`config.mk`:
```
export PLATFORM = sky130hd
export DESIGN_NAME = irq_ctl_top
export DESIGN_NICKNAME = d
export VERILOG_FILES = /design/src/rtl/irq_ctl_pkg.sv /design/src/rtl/irq_sync.sv /design/src/rtl/irq_ext_edge.sv /design/src/rtl/irq_port_chg.sv /design/src/rtl/irq_ctrl_reg.sv /design/src/rtl/irq_ctl_top.sv
export SDC_FILE = /design/constraint.sdc
export NUM_CORES = 1
export LEC_CHECK = 0
export ABC_AREA = 0
export BUFFER_PORTS_ARGS = -buffer_cell sky130_fd_sc_hd__buf_2
export CAP_MARGIN = 0
export CORE_ASPECT_RATIO = 0.6
export CORE_MARGIN = 3
export CORE_UTILIZATION = 35
export DETAILED_ROUTE_END_ITERATION = 10
export MAX_ROUTING_LAYER = met4
export SYNTH_ARGS = -nofsm -noshare
export SYNTH_HDL_FRONTEND = slang
export SYNTH_SLANG_ARGS = --single-unit
```
`constraint.sdc`:
```
create_clock -name clk -period 1.3 [get_ports clk]
set_input_delay 0.26 -clock clk [delete_from_list [all_inputs] [get_ports clk]]
set_output_delay 0.26 -clock clk [all_outputs]
set_load 0.01 [all_outputs]
```
`src/rtl/irq_ctl_pkg.sv`:
```
package irq_ctl_pkg;
  localparam int CTRL_W   = 8;
  localparam int NSRC     = 3;  // 0 port change, 1 external pin, 2 timer wrap
  localparam int FLAG_LSB = 0;  // flags occupy bits 2..0
  localparam int EN_LSB   = 3;  // matching enables occupy bits 5..3
  localparam int GLOB_BIT = 7;
  localparam logic ESEL_RST = 1'b1;

  typedef logic [NSRC-1:0] src_vec_t;
endpackage

```
`src/rtl/irq_sync.sv`:
```
module irq_sync #(
  parameter int W      = 1,
  parameter int STAGES = 2
) (
  input  logic         clk,
  input  logic         rst_n,
  input  logic [W-1:0] d,
  output logic [W-1:0] q
);
  logic [STAGES-1:0][W-1:0] stg_q;

  always_ff @(posedge clk or negedge rst_n) begin
    if (!rst_n) begin
      stg_q <= '0;
    end else begin
      stg_q[0] <= d;
      for (int i = 1; i < STAGES; i++) stg_q[i] <= stg_q[i-1];
    end
  end

  assign q = stg_q[STAGES-1];
endmodule

```
`src/rtl/irq_ext_edge.sv`:
```
module irq_ext_edge (
  input  logic clk,
  input  logic rst_n,
  input  logic pin_s,
  input  logic rise_sel,
  output logic hit
);
  logic prev_q;

  always_ff @(posedge clk or negedge rst_n) begin
    if (!rst_n) prev_q <= 1'b0;
    else        prev_q <= pin_s;
  end

  always_comb begin
    if (rise_sel) hit = pin_s & ~prev_q;
    else          hit = ~pin_s & prev_q;
  end


  single_pulse_chk: assert property (@(posedge clk) disable iff (!rst_n)
    hit && $stable(rise_sel) |=> !hit);
endmodule

```
`src/rtl/irq_port_chg.sv`:
```
module irq_port_chg #(
  parameter int W = 4
) (
  input  logic         clk,
  input  logic         rst_n,
  input  logic [W-1:0] port_s,
  input  logic         snap,
  output logic         diff
);
  logic [W-1:0] ref_q, ref_d;

  always_comb begin
    ref_d = ref_q;
    if (snap) ref_d = port_s;
  end

  always_ff @(posedge clk or negedge rst_n) begin
    if (!rst_n)    ref_q <= '0;
    else if (snap) ref_q <= ref_d;
  end

  assign diff = |(port_s ^ ref_q);


  ref_load_chk: assert property (@(posedge clk) disable iff (!rst_n)
    snap |=> (ref_q == $past(port_s)));
endmodule

```
`src/rtl/irq_ctrl_reg.sv`:
```
module irq_ctrl_reg
  import irq_ctl_pkg::*;
(
  input  logic              clk,
  input  logic              rst_n,
  input  src_vec_t          src_set,
  input  logic              wr_en,
  input  logic [CTRL_W-1:0] wr_data,
  input  logic              vec_ack,
  input  logic              esel_wr,
  input  logic              esel_wdata,
  output logic [CTRL_W-1:0] ctrl_q,
  output logic              esel_q,
  output logic              wake,
  output logic              irq
);
  logic [CTRL_W-1:0] ctrl_d;
  logic              ctrl_en;
  src_vec_t          pend;

  // Priority: write, then acknowledge on the global bit, then hardware sets.
  always_comb begin
    ctrl_d = ctrl_q;
    if (wr_en)   ctrl_d = wr_data;
    if (vec_ack) ctrl_d[GLOB_BIT] = 1'b0;
    for (int i = 0; i < NSRC; i++) begin
      if (src_set[i]) ctrl_d[FLAG_LSB+i] = 1'b1;
    end
  end

  assign ctrl_en = wr_en | vec_ack | (|src_set);

  always_ff @(posedge clk or negedge rst_n) begin
    if (!rst_n)       ctrl_q <= '0;
    else if (ctrl_en) ctrl_q <= ctrl_d;
  end

  always_ff @(posedge clk or negedge rst_n) begin
    if (!rst_n)       esel_q <= ESEL_RST;
    else if (esel_wr) esel_q <= esel_wdata;
  end

  genvar g;
  generate
    for (g = 0; g < NSRC; g++) begin : g_src
      assign pend[g] = ctrl_q[FLAG_LSB+g] & ctrl_q[EN_LSB+g];


      set_wins_chk: assert property (@(posedge clk) disable iff (!rst_n)
        src_set[g] |=> ctrl_q[FLAG_LSB+g]);


      flag_sticky_chk: assert property (@(posedge clk) disable iff (!rst_n)
        ctrl_q[FLAG_LSB+g] && !wr_en |=> ctrl_q[FLAG_LSB+g]);
    end
  endgenerate

  assign wake = |pend;
  assign irq  = wake & ctrl_q[GLOB_BIT];


  gie_ack_clr_chk: assert property (@(posedge clk) disable iff (!rst_n)
    vec_ack |=> !ctrl_q[GLOB_BIT]);


  esel_load_chk: assert property (@(posedge clk) disable iff (!rst_n)
    esel_wr |=> (esel_q == $past(esel_wdata)));
endmodule

```
`src/rtl/irq_ctl_top.sv`:
```
module irq_ctl_top
  import irq_ctl_pkg::*;
#(
  parameter int PW          = 4,
  parameter int TW          = 8,
  parameter int SYNC_STAGES = 2
) (
  input  logic              clk,
  input  logic              rst_n,
  input  logic              ext_pin,
  input  logic [PW-1:0]     port_in,
  input  logic              port_rd,
  input  logic [TW-1:0]     tmr_cnt,
  input  logic              reg_wr,
  input  logic [CTRL_W-1:0] reg_wdata,
  output logic [CTRL_W-1:0] reg_rdata,
  input  logic              esel_wr,
  input  logic              esel_wdata,
  output logic              esel_q,
  input  logic              vec_ack,
  output logic              irq_req,
  output logic              wake_req
);
  localparam int RST_STAGES = 2;
  localparam logic [TW-1:0] TMR_TOP = {TW{1'b1}};

  // Reset: asserted asynchronously, released on the clock.
  logic [RST_STAGES-1:0] rst_pipe_q;
  logic                  rst_core_n;

  always_ff @(posedge clk or negedge rst_n) begin
    if (!rst_n) rst_pipe_q <= '0;
    else        rst_pipe_q <= {rst_pipe_q[RST_STAGES-2:0], 1'b1};
  end
  assign rst_core_n = rst_pipe_q[RST_STAGES-1];

  logic          pin_s;
  logic [PW-1:0] port_s;
  logic          ext_hit, port_diff, tmr_wrap;
  logic [TW-1:0] tmr_prev_q;
  src_vec_t      src_set;

  irq_sync #(.W(1), .STAGES(SYNC_STAGES)) u_pin_sync (
    .clk(clk), .rst_n(rst_core_n), .d(ext_pin), .q(pin_s));

  irq_sync #(.W(PW), .STAGES(SYNC_STAGES)) u_port_sync (
    .clk(clk), .rst_n(rst_core_n), .d(port_in), .q(port_s));

  irq_ext_edge u_edge (
    .clk(clk), .rst_n(rst_core_n), .pin_s(pin_s), .rise_sel(esel_q), .hit(ext_hit));

  irq_port_chg #(.W(PW)) u_chg (
    .clk(clk), .rst_n(rst_core_n), .port_s(port_s), .snap(port_rd), .diff(port_diff));

  // Timer rollover: top count seen last cycle, zero now.
  always_ff @(posedge clk or negedge rst_core_n) begin
    if (!rst_core_n) tmr_prev_q <= '0;
    else             tmr_prev_q <= tmr_cnt;
  end
  assign tmr_wrap = (tmr_prev_q == TMR_TOP) && (tmr_cnt == '0);

  assign src_set = {tmr_wrap, ext_hit, port_diff};

  irq_ctrl_reg u_reg (
    .clk(clk), .rst_n(rst_core_n), .src_set(src_set),
    .wr_en(reg_wr), .wr_data(reg_wdata), .vec_ack(vec_ack),
    .esel_wr(esel_wr), .esel_wdata(esel_wdata),
    .ctrl_q(reg_rdata), .esel_q(esel_q), .wake(wake_req), .irq(irq_req));


  wrap_flag_chk: assert property (@(posedge clk) disable iff (!rst_core_n)
    tmr_wrap |=> reg_rdata[2]);


  irq_needs_wake_chk: assert property (@(posedge clk) disable iff (!rst_core_n)
    !wake_req |-> !irq_req);
endmodule

```
**Word-level counts from Yosys, hierarchy flattened**

Cells that the tools add are included.

- Equal/unequal tests: 1
- Mux-type cells: 6
- Bitwise operators: 11
- Reduce and logical (&&, ||, !) cells: 14

Operator list:

| operator | number |
|---|---|
| $reduce_and A2 Y1 | 5 |
| $eq A8 B8 Y1 const B | 1 |
| $logic_not A8 Y1 | 1 |
| $mux W8 | 1 |
| $reduce_bool A2 Y1 | 4 |
| $and A1 B1 Y1 | 6 |
| $reduce_or A6 Y1 | 1 |
| $mux W1 | 5 |
| $reduce_or A4 Y1 | 1 |
| $xor A4 B4 Y4 | 1 |
| $reduce_or A3 Y1 | 1 |
| $not A1 Y1 | 2 |
| $or A1 B1 Y1 | 2 |
| $logic_and A1 B1 Y1 | 1 |

- Flip-flop bits (word level): 34
- Input port bits: 28
- Output and inout port bits: 11
- Word-level logic and storage cells: 46

**Longest topological paths before layout**

Gate-level depths: netlist (run 1).

- Depth after elaboration: 6
- Mapped depth: 4
- Mapped depth without buffers: 3

**Modules after synthesis**

Synthesis (run 1) repeated with hierarchy kept, for this count alone.

- Cell total of the unflattened synthesis: 73
- Area, all modules: 1197.4 um^2

Modules (own cells, without submodules):

| module | times used | cells each | area each (um^2) | seq. area each (um^2) |
|---|---|---|---|---|
| irq_ctrl_reg | 1 | 26 | 379.1 | 226.5 |
| irq_ctl_top | 1 | 16 | 304.0 | 250.2 |
| irq_sync at u_port_sync | 1 | 12 | 230.2 | 200.2 |
| irq_port_chg | 1 | 13 | 186.4 | 100.1 |
| irq_sync at u_pin_sync | 1 | 2 | 50.0 | 50.0 |
| irq_ext_edge | 1 | 4 | 47.5 | 25.0 |

**Worst setup path after synthesis (run 1)**

Ideal clock, no wire load.

- Path type: register -> output
- Start point: register u_reg.ctrl_q[0]
- End point: output irq_req
- Arrival time: 908 ps
- Data required time: 1040 ps
- Slack: 132 ps
- Cell stages (with the launch flop): 3
- Buffers on the path: 0
- Path through: dfrtp_1 -> a222oi_1 -> nor2b_1

- Cells in the longest elaborated chain, start to end: 3

RTL lines:

| what | RTL line | RTL |
|---|---|---|
| start, declared | irq_ctrl_reg.sv:12 | `output logic [CTRL_W-1:0] ctrl_q,` |
| start signal, assigned | irq_ctrl_reg.sv:35 | `else if (ctrl_en) ctrl_q <= ctrl_d;` |
| $and A1 B1 Y1 | irq_ctrl_reg.sv:46 | `assign pend[g] = ctrl_q[FLAG_LSB+g] & ctrl_q[EN_LSB+g];` |
| $reduce_or A3 Y1 | irq_ctrl_reg.sv:58 | `assign wake = \|pend;` |
| $and A1 B1 Y1 | irq_ctrl_reg.sv:59 | `assign irq = wake & ctrl_q[GLOB_BIT];` |
| end, declared | irq_ctl_top.sv:21 | `output logic irq_req,` |

Every way passes these cells.

**Final worst setup path (run 1)**

Ends and elaborated chain as after synthesis.

==> impl_metrics.csv, run 1 <==
group,metric,value,unit
status,outcome,"complete, but fails checks",
status,violations,"setup timing",
global_route,grt_pass1_wl,3260,um
die,start_util,38.2,%
die,die_w,79.7,um
logic_synthesis,netlist_area,1140,um2
sta,layout_setup_ws,-0.271,ns
critical_path,ff2ff_setup_slack,0.22,ns
global_route,gr-total-overflow,0,
clock_tree,clkTransAtPathRegs,0.07,ns
routing,dr.pass1.iters,4,
critical_path,worstReg2RegEnd,"u_reg.ctrl_q[1]",
clock_tree,cts_tree,"built",
power,powerDensity,1400,nW/um2
clock_tree,clockBufferDepth,2,
critical_path,worst-path-max-fanout,2,
sta,setup_viol,2,
sta,period_share,121,%
placed_design,place.gp.congestion,0.728,
critical_path,r2r_cells,4,
logic_synthesis,synth_top_family_by_area,"multiplexers",
routing,post-route-drc-count,0,
global_route,track_usage,11.2,%
die,core_area,2980,um2
logic_synthesis,yosys.area.top_type,"dfrtp_1",
critical_path,critPathMaxStageDelay,0.43,ns
sta,rsz0062_at_grt,"yes",
logic_synthesis,synth_area_leaders,"dfrtp_1 (72%), mux2_2 (8.9%), mux2i_1 (2.6%)",
clock_tree,root_buffer,"clkbuf_8",
clock_tree,cts_made_buffers,5,
logic_synthesis,synth_most_common_cell,"dfrtp_1",
logic_synthesis,synth_top_cell_area_share,72.4,%
die,die_area,4000,um2
global_route,grt_max_degree,33,
cells_and_area,area_delta_synth_final,31.4,%
logic_synthesis,synthTopCellsByCount,"dfrtp_1 (33), mux2_2 (9), mux2i_1 (3), xor2_1 (3)",
logic_synthesis,avgSynthCellArea,16.5,um2
sta,finalHoldViolations,0,
global_route,antenna_found_initial,0,
routing,ant_nets,0,
hold_path,holdPathStages,1,
logic_synthesis,synth_seq_cells,34,
routing,wirelength,1920,um
logic_synthesis,synth_edf_count,0,
critical_path,crit_path_cell_trace,"a222oi_1, nor2b_1, buf_2",
die,num_io_pins,39,
placed_design,post-dp-hpwl,1440,um
cells_and_area,nNetsFinal,146,
die,die_y,50.2,um
power,power.leakage,0.707,nW
critical_path,critPathCaptureType,"output port",
logic_synthesis,yosysSeqAreaShare,74.8,%
logic_synthesis,synth.distinct_cells,20,
sta,clock_skew,0.00778,ns
clock_tree,htreeDepth,2,
critical_path,arrival,1.31,ns
logic_synthesis,syn_nets,97,
placed_design,io_buffer_count,38,
hold_path,min_to,"u_port_sync.stg_q[1]",
global_route,grt_pass1_vias,738,
critical_path,worstPathRequired,1.04,ns
cells_and_area,layout-drive-gt1-share,51.3,%
clock_tree,cts_sinks,34,
routing,drtIter0Drc,47,
logic_synthesis,synth_fa_ha_area_share,0,%
logic_synthesis,synthArstFlopShare,100,%
critical_path,crit_path_start_kind,"flip-flop",
cells_and_area,antennaDiodeCount,0,
logic_synthesis,yosys_warnings,0,
placed_design,dp_slack,0.0250,ns
logic_synthesis,synth-simple-area-share,6.59,%
routing,vias_per_cell,4.39,
routing,vias,707,
flow_run,drv_cap,0,
power,vdd.ir_drop.worst,0.774,mV
logic_synthesis,synthFlopType,"dfrtp_1",
hold_path,hold_path.class,"primary input to flip-flop",
logic_synthesis,syn_inst,69,
clock_tree,ctsResizeCount,0,
clock_tree,clk_latency,0.27,ns
critical_path,rr_startpoint,"u_reg.ctrl_q[1]",
logic_synthesis,synth-compound-area-share,2.74,%
sta,drv_slew,0,
logic_synthesis,synth_xor_area_share,3.07,%
routing,wire_per_inst,11.9,um
sta,period_minus_slack,1.57,ns
critical_path,cp_slowest_cell,"a222oi_1",
sta,holdWs,0.0855,ns
critical_path,worstSetupPathType,"flip-flop to output port",
hold_path,worstHoldStart,"port_in[1]",
die,rows,15,
sta,max_clock_freq,637,MHz
logic_synthesis,muxShareOfSynthArea,11.5,%
[worst max path at each step]
stage | start | endpoint | slack [ns] | depth (start not counted)
2_1_floorplan | u_reg.ctrl_q[0] | irq_req | 0.13 | 2
6_report | u_reg.ctrl_q[0] | irq_req | -0.27 | 3
3_3_place_gp | u_reg.ctrl_q[0] | irq_req | 0.05 | 3
3_5_place_dp | u_reg.ctrl_q[0] | irq_req | 0.02 | 3
4_1_cts | u_reg.ctrl_q[3] | irq_req | -0.26 | 3
5_1_grt | u_reg.ctrl_q[0] | irq_req | -0.33 | 3
[per-stage QoR]
| stage | area [um2] | setup TNS [ns] | total power [mW] | utilization [%] | cells |
|---|---|---|---|---|---|
| 2_1_floorplan | 1140 | 0 | 1.29 | - | 69 |
| 3_3_place_gp | 1390 | 0 | 1.39 | 46.6 | 150 |
| 3_5_place_dp | 1390 | 0 | 1.40 | 46.6 | 150 |
| 4_1_cts | 1500 | -0.515 | 2.13 | 50.2 | 161 |
| 5_1_grt | 1500 | -0.649 | 2.20 | 50.2 | 161 |
| 6_report | 1500 | -0.540 | 2.10 | 50.2 | 161 |
[sequential cells by signal, summed over array words and instances (netlist names)]
signal             cells
tmr_prev_q             8
u_pin_sync.stg_q       1
u_edge.prev_q          1
u_port_sync.q          4
u_reg.esel_q           1
u_pin_sync.q           1
u_port_sync.stg_q      4
u_chg.ref_q            4
rst_pipe_q             2
u_reg.ctrl_q           8
[critical path: cells and delay by family, from the launching register on]
family                 cells  cell delay, ns
AOI/OAI and AO/OA          1            0.43
buffers and inverters      1            0.15
DFF                        1            0.38
and+or+nand+nor            1            0.08
[cell type report]
class	instances	area, um2
Timing Repair Buffer	43	230
Tap cell	42	52.6
Clock inverter	2	10.0
Fill cell	261	1490
Multi-Input combinational cell	33	277
Inverter	1	3.75
Clock buffer	6	72.6
Sequential cell	34	852
[power by group]
| part | total, mW | internal (mW) | switching (mW) |
|---|---|---|---|
| clock | 0.717 | 0.370 | 0.346 |
| sequential | 1.17 | 1.13 | 0.0372 |
| combinational | 0.215 | 0.114 | 0.101 |
[kinds of logic (layout without fill, tap and decap cells)]
family | after synthesis | count (layout)
buffers and inverters | 2 | 52
flip-flops | 34 | 34
XOR/XNOR | 4 | 4
multiplexers | 12 | 12
AO/OA/AOI/OAI | 4 | 4
other | 1 | 1
AND/OR/NAND/NOR | 12 | 12
[metal layers]
| metal | routed length, um | global-route usage (%) | vias up |
|---|---|---|---|
| met1 | 954 | 15.7 | 336 |
| met3 | 167 | 4.48 | 3 |
| met5 | 0 | - | - |
| li1 | - | - | 335 |
| met2 | 781 | 14.7 | 33 |
| met4 | 17 | 3.43 | 0 |
[cell usage in the layout, fill, tap and decap left out, drive strengths merged]
cell type / n
o31ai: 1
nor4: 2
xor2: 3
a221oi: 1
dfrtp: 33
nor3: 1
xnor2: 1
clkinv: 2
conb: 1
inv: 1
nand2: 2
buf: 42
nand4: 2
nand3: 1
dfstp: 1
nor2: 2
mux2i: 3
a222oi: 1
nor2b: 2
dlygate4sd3: 1
mux2: 9
o21ai: 1
clkbuf: 6
[timing repair]
action | 4_1_cts | 5_1_grt
hold buffers | 1 | 0
pin swaps | 1 | 1
buffers inserted | 2 | 0
setup endpoints to repair | 2 | 2
hold endpoints to repair | 2 | 0
Note: power is estimated with default switching activity, not from simulation.
==> run 2, diff against run 1 <==
--- a/config.mk
+++ b/config.mk
@@ -5,7 +5,7 @@
 export SDC_FILE = /design/constraint.sdc
 export NUM_CORES = 1
 export LEC_CHECK = 0
-export ABC_AREA = 0
+export ABC_AREA = 1
 export BUFFER_PORTS_ARGS = -buffer_cell sky130_fd_sc_hd__buf_2
 export CAP_MARGIN = 0
 export CORE_ASPECT_RATIO = 0.6
==> constraint.sdc (replaced) <==
create_clock -name clk -period 1.85 [get_ports clk]
set_input_delay 0.37 -clock clk [delete_from_list [all_inputs] [get_ports clk]]
set_output_delay 0.37 -clock clk [all_outputs]
set_load 0.01 [all_outputs]
==> impl_metrics.csv, run 2 <==
group,metric,value,unit
status,outcome,"finished clean",
routing,met1_length,891,um
die,die_y,51.2,um
logic_synthesis,synth_area_leaders,"dfrtp_1 (69%), nand2_1 (10%), mux2_2 (3.8%)",
clock_tree,cts_made_buffers,5,
clock_tree,clkTransAtPathRegs,0.06,ns
global_route,track_usage,10.9,%
cells_and_area,nFillCells,283,
routing,ant_nets,0,
critical_path,worstSetupPathType,"flip-flop to output port",
sta,period_share,77.2,%
clock_tree,root_buffer,"clkbuf_8",
die,core_area,3060,um2
critical_path,arrival,1.06,ns
clock_tree,htreeDepth,2,
routing,wire_per_inst,10.2,um
cells_and_area,layout_common_cells,"buf_2 (38), dfrtp_1 (33), nand2_1 (32)",
cells_and_area,ff_latch_area,852,um2
clock_tree,cts_sinks,34,
sta,setup-tns-final,0,ns
placed_design,place.gp.congestion,0.716,
critical_path,path_common_cell,"nand2_1",
critical_path,crit_family,"flip-flops",
routing,post-route-drc-count,0,
logic_synthesis,synth_most_common_cell,"dfrtp_1",
die,num_io_pins,39,
clock_tree,post-cts-setup-buffer-count,0,
routing,wl_met2,835,um
logic_synthesis,synthFlopType,"dfrtp_1",
critical_path,worst-path-max-fanout,3,
clock_tree,cts_tree,"built",
critical_path,cp_slowest_cell,"dfrtp_1",
logic_synthesis,synth_edf_count,0,
sta,setup_viol,0,
sta,finalHoldViolations,0,
critical_path,critPathBufInv,2,
power,p_total,1.49,mW
routing,vias,788,
global_route,grt_max_degree,17,
logic_synthesis,synthTopCellsByCount,"dfrtp_1 (33), nand2_1 (32), nor2_1 (8)",
clock_tree,clockBufferDepth,2,
sta,rsz0062_at_grt,"no",
routing,dr.pass1.iters,3,
sta,clock_skew,0.00441,ns
logic_synthesis,syn_inst,101,
cells_and_area,reg_top3,"tmr_prev_q x8, u_reg.ctrl_q x8",
global_route,gr-total-overflow,0,
flow_run,drv_cap,0,
logic_synthesis,synth_top_cell_area_share,69.4,%
global_route,antenna_found_initial,0,
die,start_util,38.9,%
logic_synthesis,synth_seq_cells,34,
die,die_w,81.3,um
critical_path,critPathMaxStageDelay,0.40,ns
routing,drtIter0Drc,34,
logic_synthesis,avgSynthCellArea,11.8,um2
routing,dr_wl_met3,214,um
routing,maxUsedRoutingLayer,"met4",
critical_path,worstPathRequired,1.48,ns
global_route,grt_pass1_vias,781,
placed_design,post-dp-hpwl,1510,um
critical_path,critPathCaptureType,"output port",
sta,max_clock_freq,700,MHz
placed_design,io_buffer_count,38,
clock_tree,clk_latency,0.27,ns
logic_synthesis,synth.distinct_cells,18,
cells_and_area,antennaDiodeCount,0,
critical_path,ff2ff_setup_slack,0.99,ns
logic_synthesis,netlist_area,1190,um2
cells_and_area,layout-drive-gt1-share,36.2,%
cells_and_area,multi_input_area,300,um2
hold_path,hold_path.class,"primary input to flip-flop",
critical_path,crit_path_start_kind,"flip-flop",
logic_synthesis,syn_nets,129,
cells_and_area,final_core_util,50.2,%
die,rows,15,
sta,period_minus_slack,1.43,ns
sta,drv_slew,0,
routing,vias_per_cell,4.13,
cells_and_area,nNetsFinal,176,
logic_synthesis,yosys.area.top_type,"dfrtp_1",
die,die_area,4160,um2
logic_synthesis,yosysSeqAreaShare,71.6,%
critical_path,crit_path_cell_trace,"nand2_1, nand3_1, nand2_1, inv_1, buf_2",
global_route,grt_pass1_wl,3320,um
routing,wirelength,1950,um
power,powerDensity,973,nW/um2
power,power.leakage,0.794,nW
power,vdd.ir_drop.worst,0.411,mV
cells_and_area,area_delta_synth_final,29.1,%
cells_and_area,layout_commonest_cell,"buf_2",
logic_synthesis,synthArstFlopShare,100,%
logic_synthesis,yosys_warnings,0,
run 2: changes by cell type after synthesis, sizes merged, moves of 2 or more:
cell / change
nand2: +30
inv: +6
nor2: +6
mux2: -5
mux2i: -3
nand3: +2
nand3b: +2
nor2b: -2
nor4: -2
run 2: power by group:
part / internal, mW / switching, mW
clock network: 0.303 / 0.232
registers: 0.793 / 0.0241
logic: 0.0681 / 0.0741
total: 1.16 / 0.330
run 2: cells by family (layout without fill, tap and decap cells):
group,after synthesis,count (layout),share of synthesized area [%]
AO/OA/AOI/OAI,3,3,1.58
flip-flops,34,34,71.6
buffers and inverters,8,56,3.15
other,1,1,0.315
multiplexers,4,4,3.79
AND/OR/NAND/NOR,47,47,16.6
XOR/XNOR,4,4,2.94
run 2: worst paths after layout:
| check | from | cells past startpoint | end |
|---|---|---|---|
| min | port_in[1] | 1 | u_port_sync.stg_q[1] |
| max reg2reg | u_chg.ref_q[1] | 3 | u_reg.ctrl_q[0] |
| min in group asynchronous | rst_pipe_q[1] | 1 | u_chg.ref_q[0] |
| max | u_reg.ctrl_q[2] | 5 | irq_req |
| max in group asynchronous | rst_n | 2 | rst_pipe_q[1] |
| min reg2reg | rst_pipe_q[1] | 1 | u_chg.ref_q[0] |
run 2: worst reg2reg max path, delay by kind of cell (launching register included):
family	cells	cell delay, ns
and+or+nand+nor	2	0.21
DFF	1	0.38
xor gates and xnor gates	1	0.16
run 2: cell type report:
| class | count | area share [%] |
|---|---|---|
| multi-input combinational | 59 | 19.5 |
| inverter | 7 | 1.71 |
| clock buffer | 8 | 5.86 |
| timing repair buffer | 41 | 14.0 |
| tap | 42 | 3.42 |
| sequential | 34 | 55.5 |
run 2: repair_timing:
action / CTS / global route
endpoints found under the hold margin: 2 / 0
resized for setup: 0 / 0
hold buffers: 1 / 0
run 2: metrics by stage:
stage               setup slack (ns)  area (um2)  hold WS [ns]  cells
global placement               0.743        1440         0.160    182
floorplan                      0.724        1190        0.0744    101
CTS                            0.405        1540         0.190    191
detailed placement             0.703        1440         0.159    182
global route                   0.325        1540         0.182    191
finish                         0.421        1540         0.201    191
run 2: routing by layer:
layer	global-route usage, %	vias to the layer above
met2	15.5	27
met4	3.37	0
met3	5.63	2
met5	-	-
met1	13.5	358
li1	-	401
==> run 3, diff against run 2 <==
--- a/config.mk
+++ b/config.mk
@@ -5,7 +5,7 @@
 export SDC_FILE = /design/constraint.sdc
 export NUM_CORES = 1
 export LEC_CHECK = 0
-export ABC_AREA = 1
+export ABC_AREA = 0
 export BUFFER_PORTS_ARGS = -buffer_cell sky130_fd_sc_hd__buf_2
 export CAP_MARGIN = 0
 export CORE_ASPECT_RATIO = 0.6
==> constraint.sdc (replaced) <==
create_clock -name clk -period 1.15 [get_ports clk]
set_input_delay 0.23 -clock clk [delete_from_list [all_inputs] [get_ports clk]]
set_output_delay 0.23 -clock clk [all_outputs]
set_load 0.01 [all_outputs]
==> impl_metrics.csv, run 3 (synthesis gave the netlist of run 1 again) <==
group,metric,value,unit
critical_path,arrival,1.33,ns
sta,finalHoldViolations,0,
critical_path,critPathCaptureType,"output port",
flow_run,drv_cap,0,
die,die_w,79.7,um
sta,drv_slew,0,
global_route,gr-total-overflow,0,
sta,setup_viol,3,
cells_and_area,reg_top3,"tmr_prev_q x8, u_reg.ctrl_q x8",
cells_and_area,area_delta_synth_final,37.7,%
sta,layout_setup_ws,-0.409,ns
power,p_total,2.40,mW
clock_tree,htreeDepth,2,
die,die_y,50.2,um
global_route,grt_pass1_wl,3170,um
global_route,busiest_layer,"met2",
power,vdd.ir_drop.worst,0.832,mV
power,p_seq_share,55.1,%
sta,max_clock_freq,641,MHz
critical_path,crit_path_start_kind,"flip-flop",
cells_and_area,layout-drive-gt1-share,52.1,%
critical_path,crit_path_cell_trace,"a222oi_1, nor2b_1, buf_2",
placed_design,placed_cells,154,
cells_and_area,layout_commonest_cell,"dfrtp_1",
power,power_frac_clock,32.4,%
critical_path,cp_slowest_cell,"a222oi_1",
clock_tree,cts_tree,"built",
power,power.leakage,0.734,nW
routing,wirelength,1990,um
sta,setup-tns-final,-0.827,ns
cells_and_area,antennaDiodeCount,0,
placed_design,post-dp-hpwl,1520,um
critical_path,critPathMaxStageDelay,0.43,ns
clock_tree,cts_made_buffers,5,
global_route,grt.met1_usage,14.2,%
clock_tree,clkTransAtPathRegs,0.06,ns
sta,rsz0062_at_grt,"yes",
sta,clock_skew,0.00718,ns
routing,vias,707,
clock_tree,clockBufferDepth,2,
sta,holdWs,0.0627,ns
critical_path,rr_startpoint,"u_reg.esel_q",
placed_design,place.gp.congestion,0.721,
routing,wire_per_inst,12.2,um
critical_path,worstPathRequired,0.92,ns
cells_and_area,stdcell_count,163,
power,swShare,22.1,%
cells_and_area,layout_common_cells,"dfrtp_1 (33), buf_2 (32), mux2_2 (9), buf_6 (9), clkbuf_8 (5)",
hold_path,worstHoldStart,"port_in[3]",
sta,period_share,136,%
global_route,grt_max_degree,33,
routing,vias_per_cell,4.34,
sta,period_minus_slack,1.56,ns
die,num_io_pins,39,
hold_path,hold_path.class,"primary input to flip-flop",
die,die_area,4000,um2
cells_and_area,nNetsFinal,149,
routing,drtIter0Drc,14,
critical_path,worst-path-max-fanout,2,
power,powerDensity,1530,nW/um2
die,start_util,38.2,%
status,violations,"setup timing",
cells_and_area,nFillCells,257,
die,rows,15,
clock_tree,cts_sinks,34,
routing,ant_nets,0,
routing,dr.pass1.iters,4,
critical_path,crit_path_start,"u_reg.ctrl_q[3]",
power,p_sw,0.529,mW
status,outcome,"complete, but fails checks",
global_route,track_usage,11.3,%
die,core_area,2980,um2
global_route,grt_use_met3,4.84,%
clock_tree,clk_latency,0.27,ns
power,p_int,1.87,mW
global_route,antenna_found_initial,0,
power,pwr-share-comb,12.5,%
global_route,met2_usage,15.7,%
clock_tree,root_buffer,"clkbuf_8",
critical_path,worstSetupPathType,"flip-flop to output port",
routing,post-route-drc-count,0,
placed_design,io_buffer_count,38,
global_route,grt_pass1_vias,743,
run 3: cell count changes in the layout (fill, tap and decap cells not counted), moves of 5 or more:
cell and delta:
nor2_1 -6, buf_6 +9, mux2_2 +5, nand2_1 -30
buf_2 -6, inv_1 -5
run 3: worst max-delay path, delay by kind of cell (launching register included):
| family | cells | cell delay, ns |
|---|---|---|
| buffers and inverters | 1 | 0.15 |
| AOI/OAI and AO/OA | 1 | 0.43 |
| DFF | 1 | 0.38 |
| and+or+nand+nor | 1 | 0.10 |
run 3: final timing paths:
| check | endpoint | slack [ns] | depth (start not counted) |
|---|---|---|---|
| max | irq_req | -0.41 | 3 |
| min | u_port_sync.stg_q[3] | 0.06 | 1 |
| max reg2reg | u_reg.ctrl_q[1] | 0.13 | 3 |
| min reg2reg | u_edge.prev_q | 0.26 | 1 |
| max in group asynchronous | u_reg.esel_q | 0.57 | 1 |
| min in group asynchronous | u_edge.prev_q | 0.26 | 1 |
run 3: area by class of cell:
| cell class | instances | area [um2] | share of cell area, % |
|---|---|---|---|
| Timing Repair Buffer | 46 | 302 | 19.2 |
| Clock buffer | 7 | 76.3 | 4.86 |
| Inverter | 1 | 3.75 | 0.239 |
| Tap cell | 42 | 52.6 | 3.35 |
| Multi-Input combinational cell | 33 | 283 | 18.0 |
| Sequential cell | 34 | 852 | 54.3 |
run 3: through the flow:
stage                     worst slack [ns]  instance area [um2]  utilization (%)
final                               -0.409                 1570             52.6
after global routing                -0.537                 1570             52.6
after CTS                           -0.420                 1550             51.9
after detailed placement            -0.118                 1420             47.6
after global placement             -0.0567                 1420             47.6
after floorplan                     0.0118                 1140                -
run 3: repair_timing:
item	4_1_cts	5_1_grt
gates cloned	0	0
pin swaps	1	0
endpoints found under the hold margin	2	0
setup endpoints to repair	7	9
hold buffers	1	0
gates resized for setup	7	4
buffers inserted	3	2
run 3: per-layer routing:
metal | part of all wire [%] | routed length [um]
met5 | 0 | 0
met4 | 1.2 | 23
met3 | 9.0 | 179
met2 | 43 | 852
met1 | 47 | 931
run 3: power groups by stage:
stage | registers, mW | clock network (mW) | logic, mW
floorplan | 1.37 | 0 | 0.0900
global placement | 1.34 | 0 | 0.254
detailed placement | 1.34 | 0 | 0.259
CTS | 1.32 | 0.807 | 0.290
global route | 1.33 | 0.865 | 0.329
finish | 1.32 | 0.776 | 0.300
